--- config.mk ---
export PLATFORM = sky130hd
export DESIGN_NAME = msi_vec_table
export DESIGN_NICKNAME = d
export VERILOG_FILES = /design/src/rtl/msi_tbl_pkg.sv /design/src/rtl/msi_tbl_search.sv /design/src/rtl/msi_tbl_store.sv /design/src/rtl/msi_irq_pool.sv /design/src/rtl/msi_vec_table.sv
export SDC_FILE = /design/constraint.sdc
export NUM_CORES = 1
export LEC_CHECK = 0
export BUFFER_PORTS_ARGS = -buffer_cell sky130_fd_sc_hd__buf_2
export CORE_MARGIN = 10
export CORE_UTILIZATION = 43
export CTS_BUF_LIST = sky130_fd_sc_hd__clkbuf_4 sky130_fd_sc_hd__clkbuf_8
export DETAILED_ROUTE_END_ITERATION = 6
export SETUP_SLACK_MARGIN = 0.4
export SLEW_MARGIN = 10
export SYNTH_ARGS = -nofsm -noshare
export SYNTH_HDL_FRONTEND = slang
export SYNTH_SLANG_ARGS = --single-unit
--- constraint.sdc ---
create_clock -name clk -period 8.3 [get_ports clk]
set_clock_uncertainty 0.1 [all_clocks]
set_input_delay 1.66 -clock clk [delete_from_list [all_inputs] [get_ports clk]]
set_output_delay 1.66 -clock clk [all_outputs]
set_load 0.02 [all_outputs]
--- src/rtl/msi_tbl_pkg.sv ---
package msi_tbl_pkg;
  localparam logic [3:0] ST_OK    = 4'h0;
  localparam logic [3:0] ST_HWERR = 4'hF;
  localparam logic [3:0] ST_PARAM = 4'hD;

  localparam logic [3:0] FN_MSI_A = 4'd1;
  localparam logic [3:0] FN_MSI_B = 4'd3;
  localparam logic [3:0] FN_MSIX  = 4'd4;

  localparam logic [1:0] IT_NONE  = 2'd0;
  localparam logic [1:0] IT_MSI   = 2'd1;
  localparam logic [1:0] IT_MSIX  = 2'd2;

  typedef enum logic {OP_CHANGE = 1'b0, OP_QUERY = 1'b1} msi_op_e;
endpackage

--- src/rtl/msi_tbl_search.sv ---
module msi_tbl_search #(
  parameter int N      = 8,
  parameter int ADDR_W = 24,
  parameter int CNT_W  = 6,
  localparam int IDX_W = (N > 1) ? $clog2(N) : 1
) (
  input  logic [N-1:0][ADDR_W-1:0] ent_addr,
  input  logic [N-1:0][CNT_W-1:0]  ent_cnt,
  input  logic [ADDR_W-1:0]        key,
  output logic                     hit,
  output logic [IDX_W-1:0]         hit_idx,
  output logic                     free_ok,
  output logic [IDX_W-1:0]         free_idx
);
  logic done;

  always_comb begin
    hit      = 1'b0;
    hit_idx  = '0;
    free_ok  = 1'b0;
    free_idx = '0;
    done     = 1'b0;
    for (int i = 0; i < N; i++) begin
      if (!done) begin
        if (ent_cnt[i] == '0) begin
          free_ok  = 1'b1;
          free_idx = IDX_W'(i);
          done     = 1'b1;
        end else if (ent_addr[i] == key) begin
          hit     = 1'b1;
          hit_idx = IDX_W'(i);
          done    = 1'b1;
        end
      end
    end
  end
endmodule

--- src/rtl/msi_tbl_store.sv ---
module msi_tbl_store #(
  parameter int N      = 8,
  parameter int ADDR_W = 24,
  parameter int CNT_W  = 6,
  parameter int IRQ_W  = 12,
  localparam int IDX_W = (N > 1) ? $clog2(N) : 1
) (
  input  logic                     clk,
  input  logic                     rst_n,
  input  logic                     wr_en,
  input  logic [IDX_W-1:0]         wr_idx,
  input  logic [ADDR_W-1:0]        wr_addr,
  input  logic [CNT_W-1:0]         wr_cnt,
  input  logic [IRQ_W-1:0]         wr_base,
  output logic [N-1:0][ADDR_W-1:0] ent_addr,
  output logic [N-1:0][CNT_W-1:0]  ent_cnt,
  output logic [N-1:0][IRQ_W-1:0]  ent_base
);
  for (genvar g = 0; g < N; g++) begin : g_slot
    always_ff @(posedge clk) begin
      if (!rst_n) begin
        ent_addr[g] <= '0;
        ent_cnt[g]  <= '0;
        ent_base[g] <= '0;
      end else if (wr_en && wr_idx == IDX_W'(g)) begin
        ent_addr[g] <= wr_addr;
        ent_cnt[g]  <= wr_cnt;
        ent_base[g] <= wr_base;
      end
    end

    // an occupied slot is never cleared or rewritten
    a_r3_slot_kept: assert property (@(posedge clk) disable iff (!rst_n)
      (ent_cnt[g] != '0) |=> ($stable(ent_cnt[g]) && $stable(ent_addr[g]) && $stable(ent_base[g])));

    if (g > 0) begin : g_prefix
      // used slots form a prefix of the table
      a_r2_used_prefix: assert property (@(posedge clk) disable iff (!rst_n)
        (ent_cnt[g] != '0) |-> (ent_cnt[g-1] != '0));
    end
  end
endmodule

--- src/rtl/msi_irq_pool.sv ---
module msi_irq_pool #(
  parameter int IRQ_W     = 12,
  parameter int CNT_W     = 6,
  parameter int IRQ_START = 256,
  parameter int IRQ_LIMIT = 320,
  localparam int NW = IRQ_W + 1
) (
  input  logic             clk,
  input  logic             rst_n,
  input  logic [CNT_W-1:0] want,
  input  logic             take,
  output logic             fits,
  output logic [IRQ_W-1:0] base
);
  logic [NW-1:0] next_q;
  logic [NW-1:0] after;

  assign after = next_q + NW'(want);
  assign fits  = (after <= NW'(IRQ_LIMIT));
  assign base  = next_q[IRQ_W-1:0];

  always_ff @(posedge clk) begin
    if (!rst_n)            next_q <= NW'(IRQ_START);
    else if (take && fits) next_q <= after;
  end

  // the pool never runs past its limit nor below its start
  a_r6_pool_bound: assert property (@(posedge clk) disable iff (!rst_n)
    (next_q <= NW'(IRQ_LIMIT)) && (next_q >= NW'(IRQ_START)));

  // the pool only moves on a granted take
  a_r6_pool_still: assert property (@(posedge clk) disable iff (!rst_n)
    !(take && fits) |=> $stable(next_q));
endmodule

--- src/rtl/msi_vec_table.sv ---
module msi_vec_table
  import msi_tbl_pkg::*;
#(
  parameter int N         = 8,
  parameter int ADDR_W    = 24,
  parameter int CNT_W     = 6,
  parameter int IRQ_W     = 12,
  parameter int SEQ_W     = 16,
  parameter int VEC_W     = 6,
  parameter int BUS_W     = 16,
  parameter int OWN_BUS   = 'hA5,
  parameter int IRQ_START = 256,
  parameter int IRQ_LIMIT = 320
) (
  input  logic              clk,
  input  logic              rst_n,
  input  logic              req_valid,
  output logic              req_ready,
  input  logic              req_op,
  input  logic [3:0]        req_func,
  input  logic [BUS_W-1:0]  req_bus,
  input  logic              req_dev_ok,
  input  logic [ADDR_W-1:0] req_addr,
  input  logic [CNT_W-1:0]  req_count,
  input  logic [SEQ_W-1:0]  req_seq,
  input  logic [VEC_W-1:0]  req_vec,
  output logic              rsp_valid,
  input  logic              rsp_ready,
  output logic [3:0]        rsp_status,
  output logic [CNT_W-1:0]  rsp_count,
  output logic [SEQ_W-1:0]  rsp_seq,
  output logic [1:0]        rsp_itype,
  output logic [IRQ_W-1:0]  rsp_irq,
  output logic              rsp_edge
);
  localparam int IDX_W = (N > 1) ? $clog2(N) : 1;

  logic [N-1:0][ADDR_W-1:0] ent_addr;
  logic [N-1:0][CNT_W-1:0]  ent_cnt;
  logic [N-1:0][IRQ_W-1:0]  ent_base;
  logic                     hit, free_ok, fits;
  logic [IDX_W-1:0]         hit_idx, free_idx;
  logic [IRQ_W-1:0]         pool_base;
  logic                     accept, grow;

  logic [3:0]       d_status;
  logic [CNT_W-1:0] d_count;
  logic [SEQ_W-1:0] d_seq;
  logic [1:0]       d_itype;
  logic [IRQ_W-1:0] d_irq;
  logic             d_edge;
  logic [1:0]       fn_type;
  logic             bus_ok;

  assign req_ready = !rsp_valid;
  assign accept    = req_valid && req_ready;
  assign bus_ok    = (req_bus == BUS_W'(OWN_BUS));

  msi_tbl_search #(.N(N), .ADDR_W(ADDR_W), .CNT_W(CNT_W)) u_search (
    .ent_addr(ent_addr), .ent_cnt(ent_cnt), .key(req_addr),
    .hit(hit), .hit_idx(hit_idx), .free_ok(free_ok), .free_idx(free_idx)
  );

  msi_irq_pool #(.IRQ_W(IRQ_W), .CNT_W(CNT_W), .IRQ_START(IRQ_START),
                 .IRQ_LIMIT(IRQ_LIMIT)) u_pool (
    .clk(clk), .rst_n(rst_n), .want(req_count), .take(accept && grow),
    .fits(fits), .base(pool_base)
  );

  msi_tbl_store #(.N(N), .ADDR_W(ADDR_W), .CNT_W(CNT_W), .IRQ_W(IRQ_W)) u_store (
    .clk(clk), .rst_n(rst_n), .wr_en(accept && grow && fits), .wr_idx(free_idx),
    .wr_addr(req_addr), .wr_cnt(req_count), .wr_base(pool_base),
    .ent_addr(ent_addr), .ent_cnt(ent_cnt), .ent_base(ent_base)
  );

  always_comb begin
    unique case (req_func)
      FN_MSI_A, FN_MSI_B: fn_type = IT_MSI;
      FN_MSIX:            fn_type = IT_MSIX;
      default:            fn_type = IT_NONE;
    endcase
  end

  always_comb begin
    d_status = ST_OK;
    d_count  = '0;
    d_seq    = '0;
    d_itype  = IT_NONE;
    d_irq    = '0;
    d_edge   = 1'b0;
    grow     = 1'b0;
    if (msi_op_e'(req_op) == OP_QUERY) begin
      if (!bus_ok) d_status = ST_PARAM;
      else if (!hit) d_status = ST_HWERR;
      else begin
        d_irq  = ent_base[hit_idx] + IRQ_W'(req_vec);
        d_edge = 1'b1;
      end
    end else if (fn_type == IT_NONE || !bus_ok || !req_dev_ok) begin
      d_status = ST_PARAM;
    end else if (req_count == '0) begin
      if (!hit) d_status = ST_HWERR;
    end else if (hit && ent_cnt[hit_idx] != req_count) begin
      d_status = ST_HWERR;
    end else if (!hit && !free_ok) begin
      d_status = ST_HWERR;
    end else begin
      grow = !hit;
      if (!hit && !fits) d_status = ST_HWERR;
      else begin
        d_count = req_count;
        d_seq   = req_seq + SEQ_W'(1);
        d_itype = fn_type;
      end
    end
  end

  always_ff @(posedge clk) begin
    if (!rst_n) begin
      rsp_valid  <= 1'b0;
      rsp_status <= ST_OK;
      rsp_count  <= '0;
      rsp_seq    <= '0;
      rsp_itype  <= IT_NONE;
      rsp_irq    <= '0;
      rsp_edge   <= 1'b0;
    end else if (accept) begin
      rsp_valid  <= 1'b1;
      rsp_status <= d_status;
      rsp_count  <= d_count;
      rsp_seq    <= d_seq;
      rsp_itype  <= d_itype;
      rsp_irq    <= d_irq;
      rsp_edge   <= d_edge;
    end else if (rsp_ready) begin
      rsp_valid  <= 1'b0;
    end
  end

  // a held response does not change or vanish
  a_r11_rsp_hold: assert property (@(posedge clk) disable iff (!rst_n)
    (rsp_valid && !rsp_ready) |=> (rsp_valid && $stable(rsp_status) && $stable(rsp_count)
      && $stable(rsp_seq) && $stable(rsp_itype) && $stable(rsp_irq) && $stable(rsp_edge)));

  // acceptance produces a response on the next cycle
  a_r11_rsp_follows: assert property (@(posedge clk) disable iff (!rst_n)
    accept |=> rsp_valid);

  // a failing response carries no payload
  a_r5_err_empty: assert property (@(posedge clk) disable iff (!rst_n)
    (rsp_valid && rsp_status != ST_OK) |-> (rsp_count == '0 && rsp_itype == IT_NONE
      && rsp_irq == '0 && !rsp_edge));

  // only queries report an edge trigger; never alongside a type
  a_r8_edge_excl: assert property (@(posedge clk) disable iff (!rst_n)
    (rsp_valid && rsp_edge) |-> (rsp_itype == IT_NONE && rsp_status == ST_OK));
endmodule

==> out/metrics.yaml, run 1 <==
grt:
  antenna_found_initial: 0
  grtUsageTotal_pct: 18.84
  grt_overflow: 0
  grt_pass1_wl_um: 81720
  grt_max_degree: 184
  grt_pass1_vias: 14730
power_and_ir_drop:
  clkPwrFrac_pct: 46.8
  power_density_nw_per_um2: 180.9
  peakVddDrop_v: 0.0001140
  p_seq_share_pct: 47.9
  leakagePower_nw: 7.515
  power.switching_w: 0.0009017
  swShare_pct: 23.10
  internal_power_w: 0.003002
  power_frac_comb_pct: 5.3
synth:
  synth-edff-count: 0
  ys.warnings.count: 0
  syn_area_per_cell_um2: 9.054
  ys_seq_area_share_pct: 39.97
  synth.ff_latch_count: 389
  synth_async_sr_flop_share_pct: 0
  synth_nets: 2245
  syn-instance-count: 2152
  syn-cell-area_um2: 19480
  dominantRegCellSynth: "dfxtp_1"
  synth_cell_types: 71
worst_setup_path:
  critPathTopFamily: "simple AND/OR/NAND/NOR gates"
  endpoint_kind: "register"
  critPathSlowestCell: "or4b_2"
  cp_cell_sequence: "buf_2 > ha_1 > inv_1 > fa_1 > nor2b_1 > o21ai_0 > a21boi_1 > nor2_1 > nor3_1 > a21oi_1 > o311ai_1 > o22ai_1 > or4b_2 > nor2_4 > nand2_1 > a21boi_0"
  worst_setup_path_start_kind: "input pin"
  crit_required_ns: 8.74
  crit_fanout: 45
  critPathKind: "input pin to register"
  critical-path-max-stage-delay_ns: 1.14
  critPathArrivalTime_ns: 6.80
  critical_path_buf_inv_count: 2
final_layout:
  fin_util_pct: 48.49
  area_delta_synth_final_pct: 10.77
  diodes: 0
  drive_gt1_share_pct: 14.82
  fin_nets: 2282
  ff_latch_area_um2: 7787
  multi_input_area_um2: 10700
  fill_cells: 4290
placed_design:
  gp_congestion: 0.8335
  port_buffers: 120
  dp_hpwl_um: 33990
  preCtsSetupSlack_ns: 1.347
route:
  drc_errors: 0
  routedWlPerCell_um: 18.51
  firstDrtPassIters: 4
  via_per_inst: 5.268
  wl_um: 52280
  drt-initial-drc-count: 976
  ant_nets: 0
  vias: 14880
min_path:
  hp-class: "register to register"
sta:
  fmax_mhz: 157.3
  worst_slack_ns: 1.942
  hold_viol: 0
  finalSetupTns_ns: 0
  relSlewSlack_pct: 21.72
  maxSlewViolCount: 0
  period_minus_slack_ns: 6.358
  hold_ws_ns: 0.3431
  period_share_pct: 76.60
  setup_viol: 0
  grt_setup_unrepaired: "no"
  worstMarginPinSlew_ns: 1.171
die:
  fp.dieH_um: 232.9
  die_x_um: 232.9
  io_pins: 121
  initial_core_util_pct: 43.77
  fp-row-count: 77
  core_area_um2: 44510
  dieArea_um2: 54230
clock_network:
  cts_num_sinks: 389
  ctsResizeCount: 0
  clk_pin_slew_worst_paths_ns: 0.06
  clock_path_buffers: 3
  cts.htree.levels: 3
  postCtsSetupBuffers: 0
  ctsRootBufferMaster: "clkbuf_8"
  cts_buffers: 70
  hold_buffers: 0
  cts_tree: "done"
  clk_latency_ns: 0.63
run:
  maxCapViolations: 0
status:
  run_status: "finished clean"
## registers in the layout (all words and copies together), names as in the netlist
signal            cells
rsp_edge              1
rsp_irq              12
rsp_itype             2
rsp_seq              16
u_pool.next_q        13
u_store.ent_cnt      48
rsp_status            2
u_store.ent_base     96
rsp_valid             1
rsp_count             6
u_store.ent_addr    192
## routing by layer
metal	track usage, %	share of wire [%]	vias to the layer above
li1	-	-	7336
met1	24.14	46	7115
met4	5.742	2.2	0
met5	0	0	-
met2	31.13	46	337
met3	4.125	5.4	94
## cell families after synthesis
group	count (synthesis)	synth area share, %
flip-flops	389	39.97
multiplexers	177	10.62
XOR/XNOR	225	10.11
adder cells (fa/ha/maj)	15	1.040
buffers and inverters	209	5.375
AND/OR/NAND/NOR	733	18.94
AO/OA/AOI/OAI	404	13.94
## cell usage in the layout (no fill, tap or decap), drive strengths merged, types with 5 or more instances in the layout
master	n
a22oi	15
nand3	15
nand2	340
dfxtp	389
or3	5
and3	14
nor2	35
clkbuf	113
buf	153
a21boi	182
or4	5
nor2b	183
xnor2	135
o21ai	94
inv	20
nor3	21
mux4	23
mux2i	147
xor2	90
nand2b	15
nand4	38
a21o	8
a21oi	66
nor4	32
ha	13
mux2	7
and2	14
## stage by stage
step / instance area (um^2) / power [W] / instances
after CTS: 21580 / 0.003953 / 2825
final: 21580 / 0.003903 / 2825
after global placement: 20180 / 0.002115 / 2709
after global routing: 21580 / 0.004052 / 2825
after detailed placement: 20180 / 0.002116 / 2709
after floorplan: 19480 / 0.002060 / 2152
## cell type report
type | count | share of cell area [%]
timing repair buffer | 154 | 4.064
clock inverter | 4 | 0.2087
clock buffer | 112 | 6.273
tap | 592 | 3.432
inverter | 20 | 0.3478
multi-input combinational | 1554 | 49.59
sequential | 389 | 36.08
## power groups by stage
| stage | clock network [W] | registers, W | logic [W] |
|---|---|---|---|
| after floorplan | 0 | 0.00191 | 0.000148 |
| after global placement | 0 | 0.00191 | 0.000205 |
| after detailed placement | 0 | 0.00191 | 0.000206 |
| after CTS | 0.00188 | 0.00187 | 0.000207 |
| after global routing | 0.00196 | 0.00187 | 0.000221 |
| final | 0.00183 | 0.00187 | 0.000206 |
## worst paths after layout
| kind | cells after the start | to | slack (ns) | from |
|---|---|---|---|---|
| hold reg to reg | 2 | rsp_seq[12] | 0.34 | rsp_seq[12] |
| setup reg to reg | 15 | u_store.ent_base[59] | 2.73 | u_pool.next_q[0] |
| setup / recovery | 16 | u_store.ent_base[59] | 1.94 | req_count[0] |
| hold / removal | 2 | rsp_seq[12] | 0.34 | rsp_seq[12] |
## cell usage after synthesis, types with 23 or more instances
cell | count | area (um^2)
a21boi_0 | 179 | 1344
a21oi_1 | 66 | 330.3
buf_2 | 32 | 160.2
buf_4 | 27 | 202.7
clkbuf_1 | 110 | 412.9
dfxtp_1 | 389 | 7787
mux2i_1 | 147 | 1471
mux4_2 | 23 | 518.0
nand2_1 | 340 | 1276
nand4_1 | 38 | 237.7
nor2_1 | 34 | 127.6
nor2b_1 | 183 | 1145
nor4_1 | 29 | 181.4
o21ai_0 | 88 | 440.4
xnor2_1 | 135 | 1182
xor2_1 | 90 | 788.3
## worst min-delay path: stages (launching register included)
cell and delay [ns]:
dfxtp_1 0.30, nand2_1 0.05, o21ai_1 0.05
No activity file was read; power rests on OpenSTA's default activity.
==> run 2: changes to the inputs <==
==> constraint.sdc (replaced) <==
create_clock -name clk -period 5.67 [get_ports clk]
set_clock_uncertainty 0.1 [all_clocks]
set_input_delay 1.134 -clock clk [delete_from_list [all_inputs] [get_ports clk]]
set_output_delay 1.134 -clock clk [all_outputs]
set_load 0.02 [all_outputs]
==> run 2 against run 1 <==
Against the previous run: first-iteration DRC count rose by 16%; non-clock buffer count rose by 116; final cell count rose by 4.3%; wire length rose by 8.3%; sequential power rose by 47%; utilization rose by 3.0 points; via count rose by 4.5%; register-to-register slack got worse by 2.0 ns; count of clock-buffer cells in the layout rose by 3; sequential cell count did not move; sequential share of layout area fell by 2.1 points; cell area rose by 6.3%; largest cell class unchanged; largest power group is now clock.
==> out/metrics.yaml, run 2 (synthesis results as in run 1) <==
status:
  run_status: "finished clean"
grt:
  grt_pass1_wl_um: 88400
  grt_pass1_vias: 15400
  antenna_found_initial: 1
  grtUsageTotal_pct: 20.56
  grt_max_degree: 165
  grt_overflow: 0
clock_network:
  clk_latency_ns: 0.63
  cts_buffers: 70
  clock_path_buffers: 3
  cts_num_sinks: 389
  cts.htree.levels: 3
  cts_tree: "done"
  clk_pin_slew_worst_paths_ns: 0.06
  ctsRootBufferMaster: "clkbuf_8"
die:
  dieArea_um2: 54230
  initial_core_util_pct: 43.77
  fp.dieH_um: 232.9
  io_pins: 121
  die_x_um: 232.9
  core_area_um2: 44510
  fp-row-count: 77
final_layout:
  largestRegisters: "u_store.ent_addr (192), u_store.ent_base (96), u_store.ent_cnt (48)"
  ff_latch_area_um2: 7787
  design_area_um2: 22940
  fin_nets: 2398
  layout_commonest_cell: "dfxtp_1"
  fill_cells: 4180
  area_delta_synth_final_pct: 17.74
  final_cell_mix: "dfxtp_1 (389), nand2_1 (340), nor2b_1 (183)"
  multi_input_area_um2: 10860
  diodes: 0
  drive_gt1_share_pct: 20.04
  top_register: "u_store.ent_addr"
  fin_cells: 2947
  largest_reg_flops: 192
placed_design:
  dp_hpwl_um: 38780
  dpl-instance-area_um2: 21370
  dp.cells: 2822
  gp_congestion: 0.8761
  port_buffers: 120
sta:
  hold_ws_ns: 0.3391
  setup_viol: 0
  period_minus_slack_ns: 5.053
  relSlewSlack_pct: 27.24
  period_share_pct: 89.12
  hold_viol: 0
  worstMarginPinSlew_ns: 1.088
  fmax_mhz: 197.9
  finalSetupTns_ns: 0
  grt_setup_unrepaired: "no"
  maxSlewViolCount: 0
power_and_ir_drop:
  swShare_pct: 23.51
  peakVddDrop_v: 0.0001666
  leakagePower_nw: 8.253
  internal_power_w: 0.004505
  clkPwrFrac_pct: 47.7
  power_density_nw_per_um2: 256.8
  p_total_w: 0.005890
  power_frac_comb_pct: 5.9
  p_seq_share_pct: 46.5
  power.switching_w: 0.001385
worst_setup_path:
  crit_required_ns: 6.13
  critPathArrivalTime_ns: 5.51
  worst_setup_path_start_kind: "input pin"
  crit_fanout: 6
  endpoint_kind: "register"
  critPathKind: "input pin to register"
route:
  wl_um: 56620
  firstDrtPassIters: 5
  ant_nets: 0
  routedWlPerCell_um: 19.21
  via_per_inst: 5.277
  drc_errors: 0
  vias: 15550
  drt-initial-drc-count: 1130
run:
  maxCapViolations: 0
min_path:
  hp-class: "register to register"
-- run 2: layer usage --
metal  share of wire, %  GRT usage (%)  vias to the layer above  wire length (um)
met5              0.023              0                        -                13
met4                2.7          6.979                        2              1509
met3                5.5          4.186                      104              3124
met2                 47          33.75                      386             26410
met1                 45          26.45                     7464             25570
li1                   -              -                     7596                 -
-- run 2: final cells by class --
type                       instances  area share [%]
timing repair buffer             270           8.667
multi-input combinational       1554           47.34
sequential                       389           33.95
tap                              592           3.229
clock buffer                     115           6.191
clock inverter                     7          0.3000
inverter                          20          0.3273
-- run 2: critical path, stage by stage --
cell,delay [ns]
buf_2,0.13
xnor2_1,0.36
nand4_1,0.20
nor4_4,0.35
buf_4,0.17
nand2_1,0.09
o31ai_4,0.36
a32o_2,0.33
buf_4,0.17
buf_12,0.09
mux4_2,0.50
xnor2_1,0.14
nor4b_1,0.42
a31o_1,0.22
a41oi_2,0.18
buf_4,0.19
or3b_1,0.34
a21boi_1,0.14
-- run 2: worst paths after layout --
check / from / end / slack (ns) / cells after the start
min: rsp_seq[11] / rsp_seq[11] / 0.34 / 2
max: req_addr[12] / rsp_itype[0] / 0.62 / 18
min reg2reg: rsp_seq[11] / rsp_seq[11] / 0.34 / 2
max reg2reg: u_pool.next_q[0] / u_store.ent_addr[83] / 0.75 / 19
-- run 2: metrics by stage --
stage,worst slack [ns],utilization [%]
2_1_floorplan,0.3360,-
3_3_place_gp,-0.1107,48.02
3_5_place_dp,-0.1273,48.02
4_1_cts,0.5488,51.37
5_1_grt,0.3996,51.54
6_report,0.6167,51.54
-- run 2: what timing repair did --
action	4_1_cts	5_1_grt
setup buffers	0	3
resized for setup	0	7
hold buffers	0	0
endpoints found under the hold margin	0	0
endpoints found under the setup margin	0	6
-- run 2: power by group through the flow --
stage	sequential, W	combinational, W	clock [W]
floorplan	0.00280	0.000231	0
global placement	0.00280	0.000340	0
detailed placement	0.00280	0.000342	0
CTS	0.00274	0.000343	0.00287
global route	0.00274	0.000369	0.00300
finish	0.00274	0.000345	0.00281
